### config.mk
export PLATFORM = sky130hd
export DESIGN_NAME = region_hint_recorder
export DESIGN_NICKNAME = d
export VERILOG_FILES = /design/src/rtl/region_hint_pkg.sv /design/src/rtl/region_hint_ctrl.sv /design/src/rtl/region_hint_datapath.sv /design/src/rtl/region_hint_recorder.sv
export SDC_FILE = /design/constraint.sdc
export NUM_CORES = 1
export LEC_CHECK = 0
export BUFFER_PORTS_ARGS = -buffer_cell sky130_fd_sc_hd__buf_2
export CAP_MARGIN = 25
export CELL_PAD_IN_SITES_DETAIL_PLACEMENT = 0
export CELL_PAD_IN_SITES_GLOBAL_PLACEMENT = 1
export CORE_MARGIN = 2
export CORE_UTILIZATION = 48
export CTS_CLUSTER_SIZE = 20
export DETAILED_ROUTE_END_ITERATION = 8
export PLACE_DENSITY = 0.87
export REMOVE_ABC_BUFFERS = 1
export SLEW_MARGIN = 0
export SYNTH_ARGS = -nofsm -noshare
export SYNTH_HDL_FRONTEND = slang
export SYNTH_HIERARCHICAL = 1
export SYNTH_SLANG_ARGS = --single-unit
export TNS_END_PERCENT = 50
### constraint.sdc
create_clock -name clk -period 6.6 [get_ports clk]
set_clock_uncertainty 0.05 [all_clocks]
set_input_delay 0.33 -clock clk [delete_from_list [all_inputs] [get_ports clk]]
set_output_delay 0.33 -clock clk [all_outputs]
set_load 0.03 [all_outputs]
### src/rtl/region_hint_pkg.sv
package region_hint_pkg;

  localparam int REGION_W = 16;

  typedef enum logic {
    MODE_TIMED  = 1'b0,
    MODE_COHERE = 1'b1
  } bound_mode_e;

  // Strobes handed from the boundary control to the hint datapath.
  typedef struct packed {
    logic boundary;   // a region closes in this cycle
    logic broadcast;  // the closing was caused locally and must be sent to the other cores
  } ctrl_strobe_t;

endpackage

### src/rtl/region_hint_ctrl.sv
module region_hint_ctrl
  import region_hint_pkg::*;
#(
  parameter int TIMER_W = 16,
  parameter int DG_W    = 8
) (
  input  logic               clk,
  input  logic               rstN,
  input  logic               modeSel,
  input  logic [TIMER_W-1:0] periodCfg,
  input  logic [DG_W-1:0]    thresholdCfg,
  input  logic               downgradeReq,
  input  logic               boundaryIn,
  output bound_mode_e        cfgMode,
  output ctrl_strobe_t       strobes
);

  logic [TIMER_W-1:0] cfgPeriod;
  logic [DG_W-1:0]    cfgThr;
  logic [TIMER_W-1:0] cycleTimer;
  logic [DG_W-1:0]    dgCount;

  logic timerExpire;
  logic localCross;
  logic remoteHit;
  logic anyBoundary;

  always_comb begin
    timerExpire = (cfgMode == MODE_TIMED) && (cycleTimer == cfgPeriod - TIMER_W'(1));
    localCross  = (cfgMode == MODE_COHERE) && downgradeReq && (dgCount == cfgThr - DG_W'(1));
    remoteHit   = (cfgMode == MODE_COHERE) && boundaryIn;
    anyBoundary = timerExpire || localCross || remoteHit;
    strobes.boundary  = anyBoundary;
    strobes.broadcast = localCross;
  end

  // Configuration capture happens only while reset is held.
  always_ff @(posedge clk) begin
    if (!rstN) begin
      cfgMode   <= bound_mode_e'(modeSel);
      cfgPeriod <= periodCfg;
      cfgThr    <= thresholdCfg;
    end
  end

  always_ff @(posedge clk) begin
    if (!rstN) begin
      cycleTimer <= '0;
      dgCount    <= '0;
    end else if (cfgMode == MODE_TIMED) begin
      cycleTimer <= timerExpire ? '0 : cycleTimer + TIMER_W'(1);
      dgCount    <= '0;
    end else begin
      cycleTimer <= '0;
      if (anyBoundary) begin
        dgCount <= '0;
      end else if (downgradeReq) begin
        dgCount <= dgCount + DG_W'(1);
      end
    end
  end

endmodule

### src/rtl/region_hint_datapath.sv
module region_hint_datapath
  import region_hint_pkg::*;
#(
  parameter int CNT_W = 32
) (
  input  logic                clk,
  input  logic                rstN,
  input  logic                memOpRetire,
  input  ctrl_strobe_t        strobes,
  output logic                hintValid,
  output logic                boundaryOut,
  output logic [REGION_W-1:0] hintRegion,
  output logic [CNT_W-1:0]    hintCount
);

  logic [CNT_W-1:0]    memCount;
  logic [REGION_W-1:0] regionIdx;

  always_ff @(posedge clk) begin
    if (!rstN) begin
      memCount    <= '0;
      regionIdx   <= '0;
      hintValid   <= 1'b0;
      boundaryOut <= 1'b0;
      hintRegion  <= '0;
      hintCount   <= '0;
    end else begin
      memCount    <= memCount + CNT_W'(memOpRetire);
      hintValid   <= strobes.boundary;
      boundaryOut <= strobes.broadcast;
      if (strobes.boundary) begin
        regionIdx  <= regionIdx + REGION_W'(1);
        hintRegion <= regionIdx;
        hintCount  <= memCount;
      end
    end
  end

endmodule

### src/rtl/region_hint_recorder.sv
module region_hint_recorder
  import region_hint_pkg::*;
#(
  parameter int TIMER_W = 16,
  parameter int DG_W    = 8,
  parameter int CNT_W   = 32
) (
  input  logic                clk,
  input  logic                rstN,
  input  logic                modeSel,
  input  logic [TIMER_W-1:0]  periodCfg,
  input  logic [DG_W-1:0]     thresholdCfg,
  input  logic                memOpRetire,
  input  logic                downgradeReq,
  input  logic                boundaryIn,
  output logic                boundaryOut,
  output logic                hintValid,
  output logic [REGION_W-1:0] hintRegion,
  output logic [CNT_W-1:0]    hintCount
);

  bound_mode_e  cfgMode;
  ctrl_strobe_t strobes;

  region_hint_ctrl #(.TIMER_W(TIMER_W), .DG_W(DG_W)) u_ctrl (
    .clk          (clk),
    .rstN         (rstN),
    .modeSel      (modeSel),
    .periodCfg    (periodCfg),
    .thresholdCfg (thresholdCfg),
    .downgradeReq (downgradeReq),
    .boundaryIn   (boundaryIn),
    .cfgMode      (cfgMode),
    .strobes      (strobes)
  );

  region_hint_datapath #(.CNT_W(CNT_W)) u_dp (
    .clk         (clk),
    .rstN        (rstN),
    .memOpRetire (memOpRetire),
    .strobes     (strobes),
    .hintValid   (hintValid),
    .boundaryOut (boundaryOut),
    .hintRegion  (hintRegion),
    .hintCount   (hintCount)
  );

endmodule

==> metrics.json <==
{
  "clk_path_buf_depth": {"value": 2},
  "dp.cells": {"value": 895},
  "grt_setup_unrepaired": {"value": "no"},
  "timing.critical_path.fanout_max": {"value": 19},
  "drt.antenna.violating_nets": {"value": 0},
  "portBuffers": {"value": 79},
  "worstSetupPathType": {"value": "reg2reg"},
  "post_cts_buffers": {"value": 0},
  "synthSimpleGateAreaFrac": {"value": 0.214},
  "drc": {"value": 0},
  "post_route_setup_tns": {"value": 0, "unit": "ns"},
  "cts.sink_count": {"value": 147},
  "final_common_cell": {"value": "sky130_fd_sc_hd__dfxtp_1"},
  "nFillCells": {"value": 1197},
  "synth_top_family_by_area": {"value": "simple AND/OR/NAND/NOR gates"},
  "dp.final_hpwl": {"value": 9.53, "unit": "mm"},
  "number_of_buffers_created_by_cts": {"value": 17},
  "clock_latency_reported_for_the_late_side_of_the_worst_skew_pair": {"value": 0.42, "unit": "ns"},
  "vias": {"value": 5055},
  "asyncSetResetFlopFracSynth": {"value": 0},
  "ys_dominant_reg_cell": {"value": "sky130_fd_sc_hd__dfxtp_1"},
  "sw_frac_of_total": {"value": 0.226},
  "yosys_register_bits": {"value": 147},
  "hold_path_depth": {"value": 1},
  "mostFrequentLayoutCells": {"value": "sky130_fd_sc_hd__dfxtp_1, sky130_fd_sc_hd__nor2_1, sky130_fd_sc_hd__buf_2"},
  "root_buffer": {"value": "sky130_fd_sc_hd__clkbuf_16"},
  "synth_edf_count": {"value": 25},
  "die-area": {"value": 14500, "unit": "um^2"},
  "path_clk_slew": {"value": 0.06, "unit": "ns"},
  "cts_resized": {"value": 0},
  "grt.total_usage": {"value": 0.202},
  "synth.largest_area_cell": {"value": "sky130_fd_sc_hd__dfxtp_1"},
  "netlist-cell-type-count": {"value": 53},
  "antenna_found_initial": {"value": 0},
  "power.density_cell_area": {"value": 260, "unit": "nW/um^2"},
  "yosys_warnings": {"value": 6},
  "synth_compound_gate_area_share": {"value": 0.0631},
  "status": {"value": "complete, no violations"},
  "route.final.wire_length": {"value": 14.0, "unit": "mm"},
  "die-height": {"value": 120, "unit": "um"},
  "vdd.ir_drop.worst": {"value": 0.167, "unit": "mV"},
  "rows": {"value": 42},
  "first_global_vias": {"value": 4845},
  "final-max-slew-violation-count": {"value": 0},
  "synth_adder_area_share": {"value": 0.0154},
  "synth.yosys.seq_area_share": {"value": 0.491},
  "power.net_switching": {"value": 446, "unit": "uW"},
  "timing.critical_path.required": {"value": 6.89, "unit": "ns"},
  "power_frac_seq": {"value": 0.482},
  "r2r_cells": {"value": 13},
  "area_growth_syn_to_layout": {"value": 16.8, "unit": "%"},
  "tritoncts": {"value": "yes"},
  "synth_area_leaders": {"value": "sky130_fd_sc_hd__dfxtp_1, sky130_fd_sc_hd__edfxtp_1, sky130_fd_sc_hd__mux2i_1"},
  "finalSetupViolCount": {"value": 0},
  "grt_first_pass_wirelength": {"value": 23.6, "unit": "mm"},
  "max_freq": {"value": 255, "unit": "MHz"},
  "gpl.final_weighted_congestion": {"value": 0.987},
  "total_power_draw": {"value": 1.97, "unit": "mW"},
  "proportion_of_synthesized_area_in_mux_cells": {"value": 0.0801},
  "synth_cells": {"value": 669},
  "drtIter0Drc": {"value": 402},
  "power_leakage": {"value": 2.87, "unit": "nW"},
  "grt_overflow_total": {"value": 0},
  "nature_of_the_critical_path_endpoint": {"value": "register"},
  "slew_headroom": {"value": 0.387},
  "period_needed": {"value": 3.93, "unit": "ns"},
  "p_comb_frac": {"value": 0.051},
  "synth-xor-area-share": {"value": 0.102},
  "route.detailed.wl_per_inst": {"value": 15.1, "unit": "um"},
  "mean_cell_area_of_the_mapped_netlist": {"value": 9.71, "unit": "um^2"},
  "starting_utilization_of_the_core_area": {"value": 0.491},
  "p_int": {"value": 1.53, "unit": "mW"},
  "final_cells": {"value": 928},
  "grt_max_degree": {"value": 93},
  "antenna_diodes": {"value": 0},
  "cts-hold-fix-buffers": {"value": 0},
  "fin_crit_sh": {"value": 0.595},
  "max_cap_violations": {"value": 0},
  "hold_ws": {"value": 0.0416, "unit": "ns"},
  "synth.cell_area": {"value": 6500, "unit": "um^2"},
  "clock_power_share": {"value": 0.467},
  "first_pass_iters": {"value": 5},
  "design.portCount": {"value": 80},
  "coreArea": {"value": 13200, "unit": "um^2"},
  "netlist.area_leader.share": {"value": 0.376},
  "cts.htree.levels": {"value": 4},
  "worst_hold_path_type": {"value": "in2reg"},
  "drt-vias-per-instance": {"value": 5.45},
  "hold_viol_final": {"value": 0},
  "final_layout_size_suffix_gt1_frac": {"value": 0.169},
  "total_nets_final": {"value": 777},
  "signal_arrival_time_at_the_worst_endpoint": {"value": 4.22, "unit": "ns"},
  "max_slew.worst_pin.slew": {"value": 0.920, "unit": "ns"},
  "critPathLaunchType": {"value": "register"},
  "die-width": {"value": 120, "unit": "um"}
}
==> metrics by stage <==
step           instance area [um^2]  worst slack [ns]   util
2_1_floorplan                  6350              1.66      -
3_3_place_gp                   6980              2.82  0.527
3_5_place_dp                   6980              2.68  0.527
4_1_cts                        7560              2.65  0.571
5_1_grt                        7590              2.26  0.573
6_report                       7590              2.67  0.573
==> sequential cells by signal, summed over array words and instances, names as in the netlist <==
name	flops
u_ctrl/cfgMode	1
u_ctrl/cycleTimer	16
u_ctrl/cfgPeriod	16
u_dp/boundaryOut	1
u_dp/hintRegion	16
u_ctrl/dgCount	8
u_dp/regionIdx	16
u_dp/memCount	32
u_ctrl/cfgThr	8
u_dp/hintCount	32
u_dp/hintValid	1
==> critical path: stages (launching register included) <==
cell	delay [ns]
sky130_fd_sc_hd__edfxtp_1	0.43
sky130_fd_sc_hd__inv_1	0.08
sky130_fd_sc_hd__ha_1	0.25
sky130_fd_sc_hd__or4b_1	0.62
sky130_fd_sc_hd__nor3_4	0.20
sky130_fd_sc_hd__xnor2_1	0.11
sky130_fd_sc_hd__nor3b_2	0.19
sky130_fd_sc_hd__o2111ai_1	0.18
sky130_fd_sc_hd__nor3_1	0.22
sky130_fd_sc_hd__a211o_2	0.47
sky130_fd_sc_hd__nand4_1	0.38
sky130_fd_sc_hd__nor2_1	0.26
sky130_fd_sc_hd__and4_1	0.24
sky130_fd_sc_hd__mux2i_1	0.18
==> cell families (layout without fill, tap and decap cells) <==
| kind of cell | count (synthesis) | after routing |
|---|---|---|
| flip-flops | 147 | 147 |
| multiplexers | 52 | 52 |
| buffers and inverters | 49 | 132 |
| adder cells (fa/ha/maj) | 8 | 8 |
| XOR/XNOR | 76 | 76 |
| AND/OR/NAND/NOR | 273 | 273 |
| AO/OA/AOI/OAI | 64 | 64 |
==> power groups by stage <==
stage,clock network [mW],logic [mW],registers [mW]
2_1_floorplan,0,0.0699,0.966
3_3_place_gp,0,0.0963,0.970
3_5_place_dp,0,0.0978,0.970
4_1_cts,0.940,0.0986,0.951
5_1_grt,0.976,0.110,0.953
6_report,0.922,0.100,0.951
==> cell type report <==
cell class              instances  area, um^2  area share
inverters                      18        67.6     0.00890
multi-input cells             473        3090       0.407
clock inverters                 8        61.3     0.00808
flip-flops and latches        147        3190       0.421
repair buffers                 82         438      0.0577
well taps                     176         220      0.0290
clock buffers                  24         522      0.0687
==> path summary, 6_finish.rpt <==
check | startpoint | endpoint | slack, ns
worst min register to register | u_ctrl/cycleTimer[0] | u_ctrl/cycleTimer[0] | 0.44
worst max register to register | u_ctrl/cfgPeriod[0] | u_dp/regionIdx[15] | 2.67
worst max-delay path | u_ctrl/cfgPeriod[0] | u_dp/regionIdx[15] | 2.67
worst min-delay path | thresholdCfg[7] | u_ctrl/cfgThr[7] | 0.04
==> cell usage after synthesis, types with 3 or more instances <==
master / instances
sky130_fd_sc_hd__a21oi_1: 24
sky130_fd_sc_hd__and2_1: 5
sky130_fd_sc_hd__and3_1: 5
sky130_fd_sc_hd__and4_1: 8
sky130_fd_sc_hd__buf_2: 3
sky130_fd_sc_hd__buf_6: 3
sky130_fd_sc_hd__clkbuf_1: 23
sky130_fd_sc_hd__dfxtp_1: 122
sky130_fd_sc_hd__edfxtp_1: 25
sky130_fd_sc_hd__ha_1: 8
sky130_fd_sc_hd__inv_1: 18
sky130_fd_sc_hd__mux2i_1: 52
sky130_fd_sc_hd__nand2_1: 27
sky130_fd_sc_hd__nand3_1: 30
sky130_fd_sc_hd__nand4_1: 18
sky130_fd_sc_hd__nor2_1: 113
sky130_fd_sc_hd__nor3_1: 16
sky130_fd_sc_hd__nor4_1: 12
sky130_fd_sc_hd__o21ai_0: 14
sky130_fd_sc_hd__o31ai_1: 10
sky130_fd_sc_hd__or3_1: 8
sky130_fd_sc_hd__or4_1: 11
sky130_fd_sc_hd__xnor2_1: 38
sky130_fd_sc_hd__xor2_1: 38
==> metal layers <==
metal  up-vias  share of wire  GRT usage
met4         0          0.023     0.0865
met2       146           0.46      0.320
met1      2390           0.46      0.264
met5         -              0          0
met3        26          0.050     0.0505
li1       2493              -          -
Note: power is estimated with default switching activity, not from simulation.
